**config.mk**
```make
export PLATFORM = sky130hd
export DESIGN_NAME = dpx_xact_seq
export DESIGN_NICKNAME = d
export VERILOG_FILES = /design/src/rtl/dpx_pkg.sv /design/src/rtl/dpx_cmd_decode.sv /design/src/rtl/dpx_i2c_track.sv /design/src/rtl/dpx_byte_buf.sv /design/src/rtl/dpx_xact_seq.sv
export SDC_FILE = /design/constraint.sdc
export NUM_CORES = 1
export LEC_CHECK = 0
export BUFFER_PORTS_ARGS = -buffer_cell sky130_fd_sc_hd__buf_2
export CORE_MARGIN = 4
export CORE_UTILIZATION = 47
export DETAILED_ROUTE_END_ITERATION = 16
export PLACE_DENSITY = 0.72
export SYNTH_ARGS = -nofsm -noshare
export SYNTH_HDL_FRONTEND = slang
export SYNTH_SLANG_ARGS = --single-unit
```
**constraint.sdc**
```tcl
create_clock -name clk -period 4.94 [get_ports clk]
set_input_delay 0.494 -clock clk [delete_from_list [all_inputs] [get_ports clk]]
set_output_delay 0.494 -clock clk [all_outputs]
set_load 0.01 [all_outputs]
```
**src/rtl/dpx_pkg.sv**
```systemverilog
package dpx_pkg;

  typedef enum logic [1:0] {
    REP_ACK      = 2'b00,
    REP_AUX_NACK = 2'b01,
    REP_I2C_NACK = 2'b10
  } rep_e;

  typedef enum logic [1:0] {
    OP_START = 2'd0,
    OP_XFER  = 2'd1,
    OP_STOP  = 2'd2
  } i2c_op_e;

  typedef enum logic [1:0] {
    CLS_BAD,
    CLS_NATIVE,
    CLS_PLAIN,
    CLS_MOT
  } cls_e;

  // Bit 3 marks native; bit 2 marks MOT on I2C codes; bit 0 is read.
  function automatic cls_e cmd_class(input logic [3:0] c);
    case (c)
      4'h8, 4'h9: return CLS_NATIVE;
      4'h0, 4'h1: return CLS_PLAIN;
      4'h4, 4'h5: return CLS_MOT;
      default:    return CLS_BAD;
    endcase
  endfunction

endpackage

```
**src/rtl/dpx_cmd_decode.sv**
```systemverilog
module dpx_cmd_decode
  import dpx_pkg::*;
(
  input  logic [3:0] cmd,
  output cls_e       cls,
  output logic       rd,
  output logic       bad
);
  always_comb begin
    cls = cmd_class(cmd);
    rd  = cmd[0];
    bad = (cls == CLS_BAD);
  end
endmodule

```
**src/rtl/dpx_i2c_track.sv**
```systemverilog
module dpx_i2c_track #(
  parameter int AW = 7,
  parameter int CW = 4
) (
  input  logic          clk,
  input  logic          rst_n,
  input  logic          open_set,
  input  logic          open_clr,
  input  logic          store,
  input  logic [AW-1:0] cur_addr,
  input  logic [CW-1:0] cur_cmd,
  output logic          bus_open,
  output logic          differs
);
  logic [AW-1:0] last_addr;
  logic [CW-1:0] last_cmd;

  always_ff @(posedge clk) begin
    if (!rst_n) begin
      bus_open  <= 1'b0;
      last_addr <= '0;
      last_cmd  <= '0;
    end else begin
      if (open_set)      bus_open <= 1'b1;
      else if (open_clr) bus_open <= 1'b0;
      if (store) begin
        last_addr <= cur_addr;
        last_cmd  <= cur_cmd;
      end
    end
  end

  assign differs = (cur_addr != last_addr) || (cur_cmd != last_cmd);
endmodule

```
**src/rtl/dpx_byte_buf.sv**
```systemverilog
module dpx_byte_buf #(
  parameter int NB = 16,
  parameter int IW = 5
) (
  input  logic            clk,
  input  logic            rst_n,
  input  logic            clr,
  input  logic            wr_en,
  input  logic [IW-1:0]   wr_idx,
  input  logic [7:0]      wr_byte,
  output logic [NB*8-1:0] data
);
  for (genvar g = 0; g < NB; g++) begin : g_lane
    logic [7:0] lane_q;
    always_ff @(posedge clk) begin
      if (!rst_n || clr)                      lane_q <= '0;
      else if (wr_en && wr_idx == IW'(g))    lane_q <= wr_byte;
    end
    assign data[g*8 +: 8] = lane_q;
  end
endmodule

```
**src/rtl/dpx_xact_seq.sv**
```systemverilog
module dpx_xact_seq
  import dpx_pkg::*;
#(
  parameter int ADDR_W = 20,
  parameter int MAX_LEN = 16,
  parameter int I2C_AW = 7,
  localparam int LEN_W = $clog2(MAX_LEN + 1),
  localparam int BUF_W = MAX_LEN * 8
) (
  input  logic              clk,
  input  logic              rst_n,
  input  logic              req_valid,
  output logic              req_ready,
  input  logic [3:0]        req_cmd,
  input  logic [ADDR_W-1:0] req_addr,
  input  logic [LEN_W-1:0]  req_len,
  input  logic [BUF_W-1:0]  req_wdata,
  output logic              rep_valid,
  output logic [1:0]        rep_code,
  output logic [BUF_W-1:0]  rep_rdata,
  output logic              reg_req,
  output logic              reg_we,
  output logic [ADDR_W-1:0] reg_addr,
  output logic [7:0]        reg_wdata,
  input  logic              reg_done,
  input  logic              reg_err,
  input  logic [7:0]        reg_rdata,
  output logic              i2c_cmd_valid,
  output logic [1:0]        i2c_cmd_op,
  output logic [I2C_AW-1:0] i2c_cmd_addr,
  output logic              i2c_cmd_rd,
  output logic [7:0]        i2c_cmd_wdata,
  input  logic              i2c_cmd_done,
  input  logic              i2c_cmd_nack,
  input  logic [7:0]        i2c_cmd_rdata
);

  typedef enum logic [2:0] {
    ST_IDLE, ST_DISPATCH, ST_NAT, ST_PRE_STOP,
    ST_START, ST_XFER, ST_POST_STOP, ST_REPLY
  } st_e;

  function automatic logic [7:0] pick_byte(input logic [BUF_W-1:0] b,
                                           input logic [LEN_W-1:0] i);
    return b[i*8 +: 8];
  endfunction

  function automatic logic [ADDR_W-1:0] step_addr(input logic [ADDR_W-1:0] base,
                                                  input logic [LEN_W-1:0] i);
    return base + ADDR_W'(i);
  endfunction

  st_e               st;
  logic [3:0]        cmd_q;
  logic [ADDR_W-1:0] addr_q;
  logic [LEN_W-1:0]  len_q;
  logic [BUF_W-1:0]  wdata_q;
  logic [LEN_W-1:0]  idx_q;
  rep_e              code_q;

  cls_e cls;
  logic is_rd, is_bad;
  logic bus_open, differs;

  // Named internal events, used by logic and by the bound checker.
  logic accept, ev_bad, byte_last, ev_start_ok, ev_stop_done;
  logic ev_continue, is_mot, len_over, len_zero;
  logic buf_we;
  logic [7:0] buf_byte;

  dpx_cmd_decode u_dec (
    .cmd(cmd_q), .cls(cls), .rd(is_rd), .bad(is_bad)
  );

  assign accept       = (st == ST_IDLE) && req_valid;
  assign is_mot       = (cls == CLS_MOT);
  assign len_over     = (len_q > LEN_W'(MAX_LEN));
  assign len_zero     = (len_q == '0);
  assign ev_bad       = (st == ST_DISPATCH) && (is_bad || len_over);
  assign byte_last    = (idx_q == len_q - 1'b1);
  assign ev_start_ok  = (st == ST_START) && i2c_cmd_done && !i2c_cmd_nack;
  assign ev_stop_done = ((st == ST_PRE_STOP) || (st == ST_POST_STOP)) && i2c_cmd_done;
  assign ev_continue  = (st == ST_DISPATCH) && !ev_bad && is_mot && bus_open && !differs;

  dpx_i2c_track #(.AW(I2C_AW), .CW(4)) u_trk (
    .clk      (clk),
    .rst_n    (rst_n),
    .open_set (ev_start_ok),
    .open_clr (ev_stop_done),
    .store    (is_mot && (ev_start_ok || ev_continue)),
    .cur_addr (addr_q[I2C_AW-1:0]),
    .cur_cmd  (cmd_q),
    .bus_open (bus_open),
    .differs  (differs)
  );

  always_comb begin
    buf_we   = 1'b0;
    buf_byte = reg_rdata;
    if (st == ST_NAT && reg_done && !reg_err && is_rd) begin
      buf_we = 1'b1;
    end else if (st == ST_XFER && i2c_cmd_done && !i2c_cmd_nack && is_rd) begin
      buf_we   = 1'b1;
      buf_byte = i2c_cmd_rdata;
    end
  end

  dpx_byte_buf #(.NB(MAX_LEN), .IW(LEN_W)) u_buf (
    .clk     (clk),
    .rst_n   (rst_n),
    .clr     (accept),
    .wr_en   (buf_we),
    .wr_idx  (idx_q),
    .wr_byte (buf_byte),
    .data    (rep_rdata)
  );

  always_ff @(posedge clk) begin
    if (!rst_n) begin
      st      <= ST_IDLE;
      cmd_q   <= '0;
      addr_q  <= '0;
      len_q   <= '0;
      wdata_q <= '0;
      idx_q   <= '0;
      code_q  <= REP_ACK;
    end else begin
      case (st)
        ST_IDLE: begin
          if (req_valid) begin
            cmd_q   <= req_cmd;
            addr_q  <= req_addr;
            len_q   <= req_len;
            wdata_q <= req_wdata;
            idx_q   <= '0;
            st      <= ST_DISPATCH;
          end
        end
        ST_DISPATCH: begin
          if (ev_bad) begin
            code_q <= REP_AUX_NACK;
            st     <= ST_REPLY;
          end else begin
            case (cls)
              CLS_NATIVE: begin
                if (len_zero) begin
                  code_q <= REP_AUX_NACK;
                  st     <= ST_REPLY;
                end else begin
                  st <= ST_NAT;
                end
              end
              CLS_PLAIN: st <= bus_open ? ST_PRE_STOP : ST_START;
              default: begin
                if (!bus_open)    st <= ST_START;
                else if (differs) st <= ST_PRE_STOP;
                else if (len_zero) begin
                  code_q <= REP_ACK;
                  st     <= ST_REPLY;
                end else st <= ST_XFER;
              end
            endcase
          end
        end
        ST_NAT: begin
          if (reg_done) begin
            if (reg_err) begin
              code_q <= REP_AUX_NACK;
              st     <= ST_REPLY;
            end else if (byte_last) begin
              code_q <= REP_ACK;
              st     <= ST_REPLY;
            end else begin
              idx_q <= idx_q + 1'b1;
            end
          end
        end
        ST_PRE_STOP: begin
          if (i2c_cmd_done) st <= ST_START;
        end
        ST_START: begin
          if (i2c_cmd_done) begin
            if (i2c_cmd_nack) begin
              code_q <= REP_I2C_NACK;
              st     <= ST_REPLY;
            end else if (len_zero) begin
              code_q <= REP_ACK;
              st     <= is_mot ? ST_REPLY : ST_POST_STOP;
            end else begin
              st <= ST_XFER;
            end
          end
        end
        ST_XFER: begin
          if (i2c_cmd_done) begin
            if (i2c_cmd_nack) begin
              code_q <= REP_I2C_NACK;
              st     <= ST_POST_STOP;
            end else if (byte_last) begin
              code_q <= REP_ACK;
              st     <= is_mot ? ST_REPLY : ST_POST_STOP;
            end else begin
              idx_q <= idx_q + 1'b1;
            end
          end
        end
        ST_POST_STOP: begin
          if (i2c_cmd_done) st <= ST_REPLY;
        end
        default: st <= ST_IDLE;
      endcase
    end
  end

  always_comb begin
    req_ready = (st == ST_IDLE);
    rep_valid = (st == ST_REPLY);
    rep_code  = code_q;

    reg_req   = (st == ST_NAT);
    reg_we    = !is_rd;
    reg_addr  = step_addr(addr_q, idx_q);
    reg_wdata = pick_byte(wdata_q, idx_q);

    i2c_cmd_valid = (st == ST_PRE_STOP) || (st == ST_START) ||
                    (st == ST_XFER) || (st == ST_POST_STOP);
    case (st)
      ST_START: i2c_cmd_op = OP_START;
      ST_XFER:  i2c_cmd_op = OP_XFER;
      default:  i2c_cmd_op = OP_STOP;
    endcase
    i2c_cmd_addr  = addr_q[I2C_AW-1:0];
    i2c_cmd_rd    = is_rd;
    i2c_cmd_wdata = pick_byte(wdata_q, idx_q);
  end

endmodule

```
==> results of run 1 <==
logic make-up after synthesis:
| family | count (synthesis) | synth area share (%) |
|---|---|---|
| muxes | 132 | 13.2 |
| AOI/OAI and AO/OA | 312 | 14.2 |
| adders and majority gates | 12 | 1.13 |
| buffers and inverters | 153 | 5.38 |
| DFF | 307 | 44.1 |
| and+or+nand+nor | 607 | 19.8 |
| xor gates and xnor gates | 34 | 2.19 |
synth_stat cells, drive strengths merged, types with 5 or more instances:
| master | count |
|---|---|
| a32oi | 8 |
| mux2i | 83 |
| clkbuf | 62 |
| nor2b | 5 |
| o2111ai | 13 |
| nor3b | 7 |
| nand2 | 341 |
| nand3 | 27 |
| mux2 | 9 |
| a21oi | 173 |
| and3 | 10 |
| nor3 | 13 |
| mux4 | 40 |
| nor2 | 148 |
| buf | 71 |
| and2 | 14 |
| inv | 19 |
| ha | 11 |
| xnor2 | 24 |
| o21ai | 21 |
| dfxtp | 307 |
| xor2 | 10 |
| o211ai | 7 |
| a211oi | 59 |
stage by stage:
stage / hold WS [ps] / worst slack, ps / std cells / area [µm²] / util, %
2_1_floorplan: 425 / 2020 / 1557 / 13900 / -
3_3_place_gp: 435 / 1740 / 2178 / 15700 / 54.0
3_5_place_dp: 444 / 1650 / 2178 / 15700 / 54.0
4_1_cts: 198 / 1360 / 2238 / 16800 / 57.8
5_1_grt: 209 / 1180 / 2238 / 16800 / 57.8
6_report: 217 / 1370 / 2239 / 16800 / 57.8
state kept, by name, indices dropped and copies added (netlist names):
name                 cells
u_trk.last_addr          7
len_q                    5
addr_q                  20
idx_q                    5
u_trk.bus_open           1
rep_code                 2
wdata_q                128
cmd_q                    4
st                       3
u_trk.last_cmd           4
u_buf.g_lane.lane_q    128
power groups by stage:
stage	clock, mW	sequential [mW]	combinational, mW
6_report	2.52	3.04	2.10
5_1_grt	2.66	3.08	2.33
4_1_cts	2.56	3.03	2.10
3_5_place_dp	0	3.09	2.09
3_3_place_gp	0	3.07	2.07
2_1_floorplan	0	2.95	1.66
layout make-up:
class	instances	area share, %
antenna	1	0.0149
clock buffer	54	6.01
clock inverter	6	0.589
inverter	20	0.470
multi-input combinational	1097	42.1
sequential	307	36.7
tap	384	2.87
timing repair buffer	370	11.3
layer usage:
| layer | up-vias | global-route usage, % | part of all wire [%] |
|---|---|---|---|
| li1 | 5931 | - | - |
| met1 | 5769 | 31.3 | 41 |
| met2 | 469 | 39.9 | 48 |
| met3 | 90 | 4.52 | 6.7 |
| met4 | 2 | 8.59 | 3.7 |
| met5 | - | 0 | 0.017 |
critical path: stages, from the launching register on:
cell	delay, ps
sky130_fd_sc_hd__dfxtp_1	450
sky130_fd_sc_hd__ha_1	210
sky130_fd_sc_hd__inv_1	60
sky130_fd_sc_hd__fa_1	410
sky130_fd_sc_hd__nor2b_1	150
sky130_fd_sc_hd__o21ai_0	120
sky130_fd_sc_hd__a21boi_1	580
sky130_fd_sc_hd__o211ai_1	190
sky130_fd_sc_hd__xnor2_1	220
sky130_fd_sc_hd__buf_2	170
final timing paths:
| check | cells after the start | from | slack [ps] | to |
|---|---|---|---|---|
| min | 3 | req_wdata[87] | 220 | wdata_q[87] |
| max | 9 | addr_q[0] | 1370 | reg_addr[14] |
| min reg2reg | 2 | wdata_q[20] | 450 | wdata_q[20] |
| max reg2reg | 5 | st[0] | 1670 | u_buf.g_lane[3].lane_q[1] |
==> summary.md, run 1 <==
Worst ir drop on vdd: 0.286 mV. The clock network burns 32.9% of the power. The x dimension of the die is 180 µm. Setup repair after global routing left no endpoint under its margin. The clock tree synthesis step divided the H-tree into 2 levels.

Clock latency on the worst-skew pair, taken at its later pin, is 510 ps. Each instance of the synthesized netlist takes up on average 8.95 µm². After synthesis, the largest area contributor takes up 44.1% of total cell area. The die boundary height is 180 µm, and the via count normalized by instance count is 5.48. For this run, design rule violations remaining after detail routing come to 0. Measured slew at the worst slew-check pin: 1250 ps. The number of antenna violations at the first check in global routing was 1.

Entering global routing, the biggest net connects 93 pins. For this run, the detailed router's first-pass iteration total came to 6. The die covers 0.0325 mm². The number of global-route vias before repair was 11900; the highest attainable clock frequency was 280 MHz. The number of ports placed on the die boundary is 361. Summed over all nets, the half-perimeter wirelength after detailed placement is 29.1 mm. The worst setup path is captured at an output port.

The top cell types in the final layout, fill and taps aside, are 360 x sky130_fd_sc_hd__buf_2, 338 x sky130_fd_sc_hd__nand2_1, 305 x sky130_fd_sc_hd__dfxtp_1. The post-synthesis net count is 1749, and the period utilization is 72.2%. The highest net fanout along the worst path came out at 8.

TritonCTS built the clock tree. The initial utilization of the core area, before any placement, comes to 48.1%. Yosys attributes the largest share of cell area to sky130_fd_sc_hd__dfxtp_1 44%, sky130_fd_sc_hd__nand2_1 9.2%, sky130_fd_sc_hd__mux4_2 6.5%. The sum of internal, switching and leakage power was 7.66 mW.

The logs give 5.05 mW for the cell-internal power and 0.00615 mm² for the area used by sequential logic in the layout. The clock net in this run drives a total of 307 sinks. Worst hold-check path type: in -> reg. The run finished with clean final reports. For this run, the total global-route usage over all layers was measured as 24.0%. Sequential cell area fraction in the yosys report: 44.1%. After floorplanning, the core was divided into 62 placement rows.

The run gives 0 as the number of hold violations in the final report. In the final layout, the share of cells above drive strength 1 is 27.3%. The congestion estimate from routability-driven global placement came to 0.846. The floorplan step defined a core boundary enclosing 0.0290 mm². Combinational logic is responsible for 27.5% of the overall power. The mapped cell area is 0.0139 mm², and the post-CTS setup-driven buffer insertion count is 0. Yosys printed 0 warnings. The first global-routing pass estimated 64.4 mm of wire.

Measured against its own limit, the worst slew margin works out to 16.6%. In this run, distinct cell masters in the synthesized netlist total 83. The area used by multi-input combinational logic is 0.00706 mm². Post-CTS repair changed the size of 0 cells. The number of instances in the synthesized netlist was 1557; the total of flip-flops plus latches after synthesis was 307.

The detail-routed net length per standard cell was 18.3 µm. The area growth from synthesis to layout is 20.3%. The run gives 0 as the count of pins over their slew limit. Remaining number of nets flagged by the antenna check after routing: 0. The logs give 0 ps for the total negative slack and 12300 for the total via count in the routed design. In this run the power density over the cells is 457 mW/mm². The tools report the root buffer selected by CTS as sky130_fd_sc_hd__clkbuf_16.

Summed over all nets, the switching power comes to 2.61 mW. The net switching fraction of the power came out at 34.1%. Setup violations remaining at the end of the flow were counted as 0. The run gives 4450 ps as the data required time of the worst path. The tool flagged a number of max-cap violations equal to 0. After the first detailed-routing iteration, the DRC count stood at 978. For this run, asynchronously set or reset flops after synthesis account for 0%. The quantity of hold-fixing buffers added after cts is 0, and the final critical-path required period is 3570 ps. The synthesized design contains 0 enable-type register cells.

Data on the critical path arrives at its endpoint at 3070 ps. After detailed routing, the total wire length is 41.0 mm. Port buffering added 360 buffers. The library cell used most frequently in the layout, excluding fill and tap cells, is sky130_fd_sc_hd__buf_2. In this run, CTS created clock tree buffers numbering 34. Remaining global-route overflow: 0. The clock passes through at most 3 buffers. Dominant synthesized flop cell: sky130_fd_sc_hd__dfxtp_1. The standby leakage power is 6.96 nW.

Of all cell types, the one taking the most synthesized area is sky130_fd_sc_hd__dfxtp_1. Critical path start-end classification: reg -> out. Worst clock skew: 11.8 ps.

Sequential cells burn 39.7% of the power. The post-CTS clock slew at the launch and capture registers of the worst setup and hold paths came out at 60 ps. The tools report the final layout net count as 2022.

STA classifies the critical path startpoint as a register. The final-layout fill cell count was 2679.
Note: power is estimated with default switching activity, not from simulation.
==> inputs of run 2 (changes only) <==
--- a/config.mk
+++ b/config.mk
@@ -5,11 +5,12 @@
 export SDC_FILE = /design/constraint.sdc
 export NUM_CORES = 1
 export LEC_CHECK = 0
+export ABC_AREA = 1
 export BUFFER_PORTS_ARGS = -buffer_cell sky130_fd_sc_hd__buf_2
 export CORE_MARGIN = 4
 export CORE_UTILIZATION = 47
 export DETAILED_ROUTE_END_ITERATION = 16
-export PLACE_DENSITY = 0.72
+export PLACE_DENSITY = 0.75
 export SYNTH_ARGS = -nofsm -noshare
 export SYNTH_HDL_FRONTEND = slang
 export SYNTH_SLANG_ARGS = --single-unit
==> constraint.sdc (replaced) <==
create_clock -name clk -period 3.1 [get_ports clk]
set_input_delay 0.31 -clock clk [delete_from_list [all_inputs] [get_ports clk]]
set_output_delay 0.31 -clock clk [all_outputs]
set_load 0.01 [all_outputs]
==> run 2 against run 1 <==
Compared with the run above:
- synthesized area shrank 2.7%
- clock power grew 65%
- via count grew 9.3%
- sequential share of layout area grew 0.50 points
- worst hold slack lost 140 ps
- clock-buffer cell count shrank 4
- synthesized cell count grew 15%
- setup slack lost 1300 ps
- non-clock buffer count grew 19
- critical path type unchanged
==> summary.md, run 2 <==
The share of cells above drive strength 1 came out at 24.6% (-2.7 points). The async set-reset flop share out of synthesis works out to 0% (unchanged). Leaving out fill and tap cells, the most frequent cells in the layout are 360 x sky130_fd_sc_hd__buf_2, 344 x sky130_fd_sc_hd__a21oi_1, 304 x sky130_fd_sc_hd__dfxtp_1. The sequential cell area fraction in the yosys report was 45.3% (+1.2 points). Clock tree synthesis selected as its root buffer the cell sky130_fd_sc_hd__clkbuf_16. Highest net fanout along the worst path: 5 (-3). The cell depth of the worst flop-to-flop path came out at 8 (+3).

Critical path launch point type: a register. The via count normalized by instance count came out at 5.42 (-0.95%). The logs give 25.5% (+1.5 points) for the global routing usage summed across all routing layers and 0 (unchanged) for the number of setup violations in the final report. The run finished with clean final reports. The worst register-to-register path ends at u_buf.g_lane[4].lane_q[2]. The met3 layer usage reported by global route was 4.56% (+0.037 points). The area growth from synthesis to layout is 22.1%. The total of flip-flops plus latches after synthesis was 307 (unchanged); the final wirelength was 42.7 mm (+4.4%).

The measured slew at the worst slew-check pin is 817 ps (-431 ps). The logs give 43.2% (+3.3 points) for the met2 track utilization from global routing and 0 (unchanged) for the total DRC errors in the routed layout. TritonCTS built the clock tree. The half-perimeter wire length of the detailed placement result was 30.3 mm (+4.2%); the met1 routing resource usage after global routing was 33.3% (+2.0 points). The post-synthesis net count is 1976 (+13%). The x dimension of the die was 178 µm (-1.3%); the total via count in the routed design was 13400 (+9.3%). The power density relative to cell area was 886 mW/mm² (+94%). The worst hold-check path type was in -> reg. Leaving out fill and tap cells, the most frequent cell in the layout is sky130_fd_sc_hd__buf_2. The global-route layer with the greatest usage was met2.

The dominant synthesized flop cell is sky130_fd_sc_hd__dfxtp_1. The post-CTS clock slew at the launch and capture registers of the worst setup and hold paths was 60 ps (about the same). The number of antenna violations at the first check in global routing was 5 (+4); the remaining global-route overflow was 0 (unchanged).

Worst-case clock buffer depth: 3 (unchanged). Data required time of the worst path: 2790 ps (-1660 ps). For the post-synthesis cell type count, the log shows 42 (-49%). The setup slack after placement is 388 ps (-1270 ps). The die boundary height is 178 µm (-1.3%), and the clock buffer count from CTS is 34 (unchanged). The tools report the row count as 61 (-1.6%).

The number of enable flip-flop cells after synthesis is 0 (unchanged). The fraction of synthesized cell area taken by the top area cell type was 45.3% (+1.2 points). The tools report the final layout net count as 2258 (+12%). CTS H-tree depth: 2 (unchanged).

The logs give 0.0136 mm² (-2.7%) for the mapped cell area and 65.1 mm (+1.1%) for the first-pass GRT wire length. In the final layout, the registers with the most flip-flops are u_buf.g_lane.lane_q: 128 flops, wdata_q: 128 flops, addr_q: 20 flops. For hold timing, the worst endpoint is wdata_q[120]. The smallest setup slack after layout came out at 86.5 ps (-1290 ps).

The effective utilization at floorplan was 48.3% (+0.22 points); the period utilization was 97.2%. The cell depth of the worst hold path was 3 (unchanged); the count of input and output buffers was 360 (unchanged). The synthesized design spends more area on one cell type than any other, namely sky130_fd_sc_hd__dfxtp_1. The critical path is of the reg -> out type. The startpoint identified for the worst register-to-register timing path is st[2]. The run gives 0.0281 mm² (-3.2%) as the area of the core. The data arrival at the endpoint of the critical path is 2700 ps (-370 ps). sky130_fd_sc_hd__a21oi_1 is the most common cell in the netlist. The standby leakage power was 7.44 nW (+6.9%); the mean cell area of the mapped netlist was 7.60 µm² (-15%). The largest stage delay on the critical path was 410 ps (-170 ps).

The count of pins over their slew limit is 0 (unchanged). The iteration count of the initial detailed-routing pass came out at 5 (-1). The run gives 361 (unchanged) as the number of ports placed on the die boundary. The number of global-route vias before repair is 12300 (+4.0%). Number of hold violations in the final report: 0 (unchanged). The reg2reg setup slack is 580 ps (-1090 ps), and the highest attainable clock frequency is 332 MHz.

The floorplan die area is 0.0316 mm² (-2.6%). For the source-to-sink clock delay at the later pin of the worst-skew pair, the log shows 500 ps (about the same). The remaining number of nets flagged by the antenna check after routing was 0 (unchanged); the count of yosys warnings during synthesis was 0 (unchanged). The largest net degree at the start of global routing was 152 (+63%). Sorting the synthesized cells by how often they occur yields 344 x sky130_fd_sc_hd__a21oi_1, 307 x sky130_fd_sc_hd__dfxtp_1, 264 x sky130_fd_sc_hd__o21ai_0. The initial detailed-routing violation count is 1060 (+8.4%). The tools report the start point of the worst min-delay path as req_wdata[120]. The TritonCTS sink count was 307 (unchanged).

For this design, the slowest cell found on the critical path is sky130_fd_sc_hd__fa_1. The worst setup path is captured at an output port. Last weighted congestion value of the routability-driven placer: 0.866 (+2.3%). The max-capacitance violation count was 0 (unchanged). The critical path goes through ha_1 -> inv_1 -> fa_1 -> o21ai_2 -> nand2_1 -> nand2_2 -> nand4_1 -> nor2_2 -> xor2_1 -> buf_2. The routed design could run at a clock period as short as 3010 ps. The worst clock skew was 12.0 ps (+0.269 ps); the detail-routed net length per standard cell was 17.3 µm (-5.4%). For the quantity of hold-fixing buffers added after cts, the log shows 0 (unchanged). For the sum of internal, switching and leakage power, the log shows 14.7 mW (+91%).

For the worst ir drop on vdd, the log shows 0.690 mV (+140%). By area the synthesized netlist is led by sky130_fd_sc_hd__dfxtp_1 45%, sky130_fd_sc_hd__a21oi_1 13%, sky130_fd_sc_hd__o21ai_0 9.7%. The worst slew slack as a fraction of its limit was 45.5% (+29 points); the number of instances in the synthesized netlist was 1784 (+15%).
## run 2: cell count changes in the layout (fill, tap and decap cells not counted), sizes merged, moves of 59 or more
cell	previous run	this run
a21oi	173	365
nor2	148	78
nand3	27	94
a211oi	59	0
mux2i	83	1
o21ai	21	295
inv	21	153
nand2	341	263
## run 2: layout make-up
type | instances | area, µm²
clock buffer | 50 | 1000
multi-input combinational | 1181 | 6130
antenna | 4 | 10.0
timing repair buffer | 389 | 2060
tap | 378 | 473
inverter | 153 | 574
clock inverter | 9 | 155
sequential | 307 | 6150
fill | 2638 | 11500
## run 2: kinds of logic after synthesis
kind of cell / count (synthesis) / synth area share, %
muxes: 1 / 0.0738
adders and majority gates: 12 / 1.16
DFF: 307 / 45.3
xor gates and xnor gates: 24 / 1.55
AOI/OAI and AO/OA: 683 / 26.6
buffers and inverters: 296 / 9.77
and+or+nand+nor: 461 / 15.5
## run 2: how the worst max path moves through the flow
stage	startpoint	end	slack, ps	cells after the start
3_5_place_dp	addr_q[0]	reg_addr[18]	390	10
2_1_floorplan	idx_q[1]	reg_addr[18]	250	10
5_1_grt	addr_q[0]	reg_addr[16]	-8	10
4_1_cts	addr_q[0]	reg_addr[16]	40	10
6_report	addr_q[0]	reg_addr[16]	90	10
3_3_place_gp	addr_q[0]	reg_addr[18]	470	10
## run 2: layer usage
metal | wire length [µm] | vias to the layer above
met1 | 17900 | 6205
met3 | 3380 | 76
li1 | - | 6555
met5 | 21 | -
met2 | 20500 | 563
met4 | 972 | 4
## run 2: critical path, delay by kind of cell, from the launching register on
family / cells / cell delay [ps]
adder cells (fa/ha/maj): 2 / 600
flip-flops: 1 / 360
AO/OA/AOI/OAI: 1 / 190
buffers and inverters: 2 / 240
AND/OR/NAND/NOR: 4 / 580
XOR/XNOR: 1 / 230
## run 2: timing repair
item	CTS	global route
setup endpoints to repair	2	5
setup buffers	1	1
pin swaps	1	3
resized for setup	4	4
## run 2: power breakdown
group	internal [mW]	leakage (nW)	switching (mW)	total, mW
registers	4.58	2.50	0.355	4.94
logic	1.72	4.38	3.84	5.56
clock network	2.57	0.564	1.59	4.17
total	8.87	7.44	5.79	14.7
## run 2: through the flow
| stage | utilization, % | setup TNS [ps] | hold WS (ps) | std cells | cell area, µm² |
|---|---|---|---|---|---|
| 4_1_cts | 58.8 | 0 | 60.2 | 2466 | 16500 |
| 6_report | 58.9 | 0 | 81.3 | 2471 | 16500 |
| 3_3_place_gp | 54.6 | 0 | 438 | 2406 | 15300 |
| 2_1_floorplan | - | 0 | 430 | 1784 | 13600 |
| 3_5_place_dp | 54.6 | 0 | 444 | 2406 | 15300 |
| 5_1_grt | 58.9 | -7.82 | 73.3 | 2470 | 16500 |
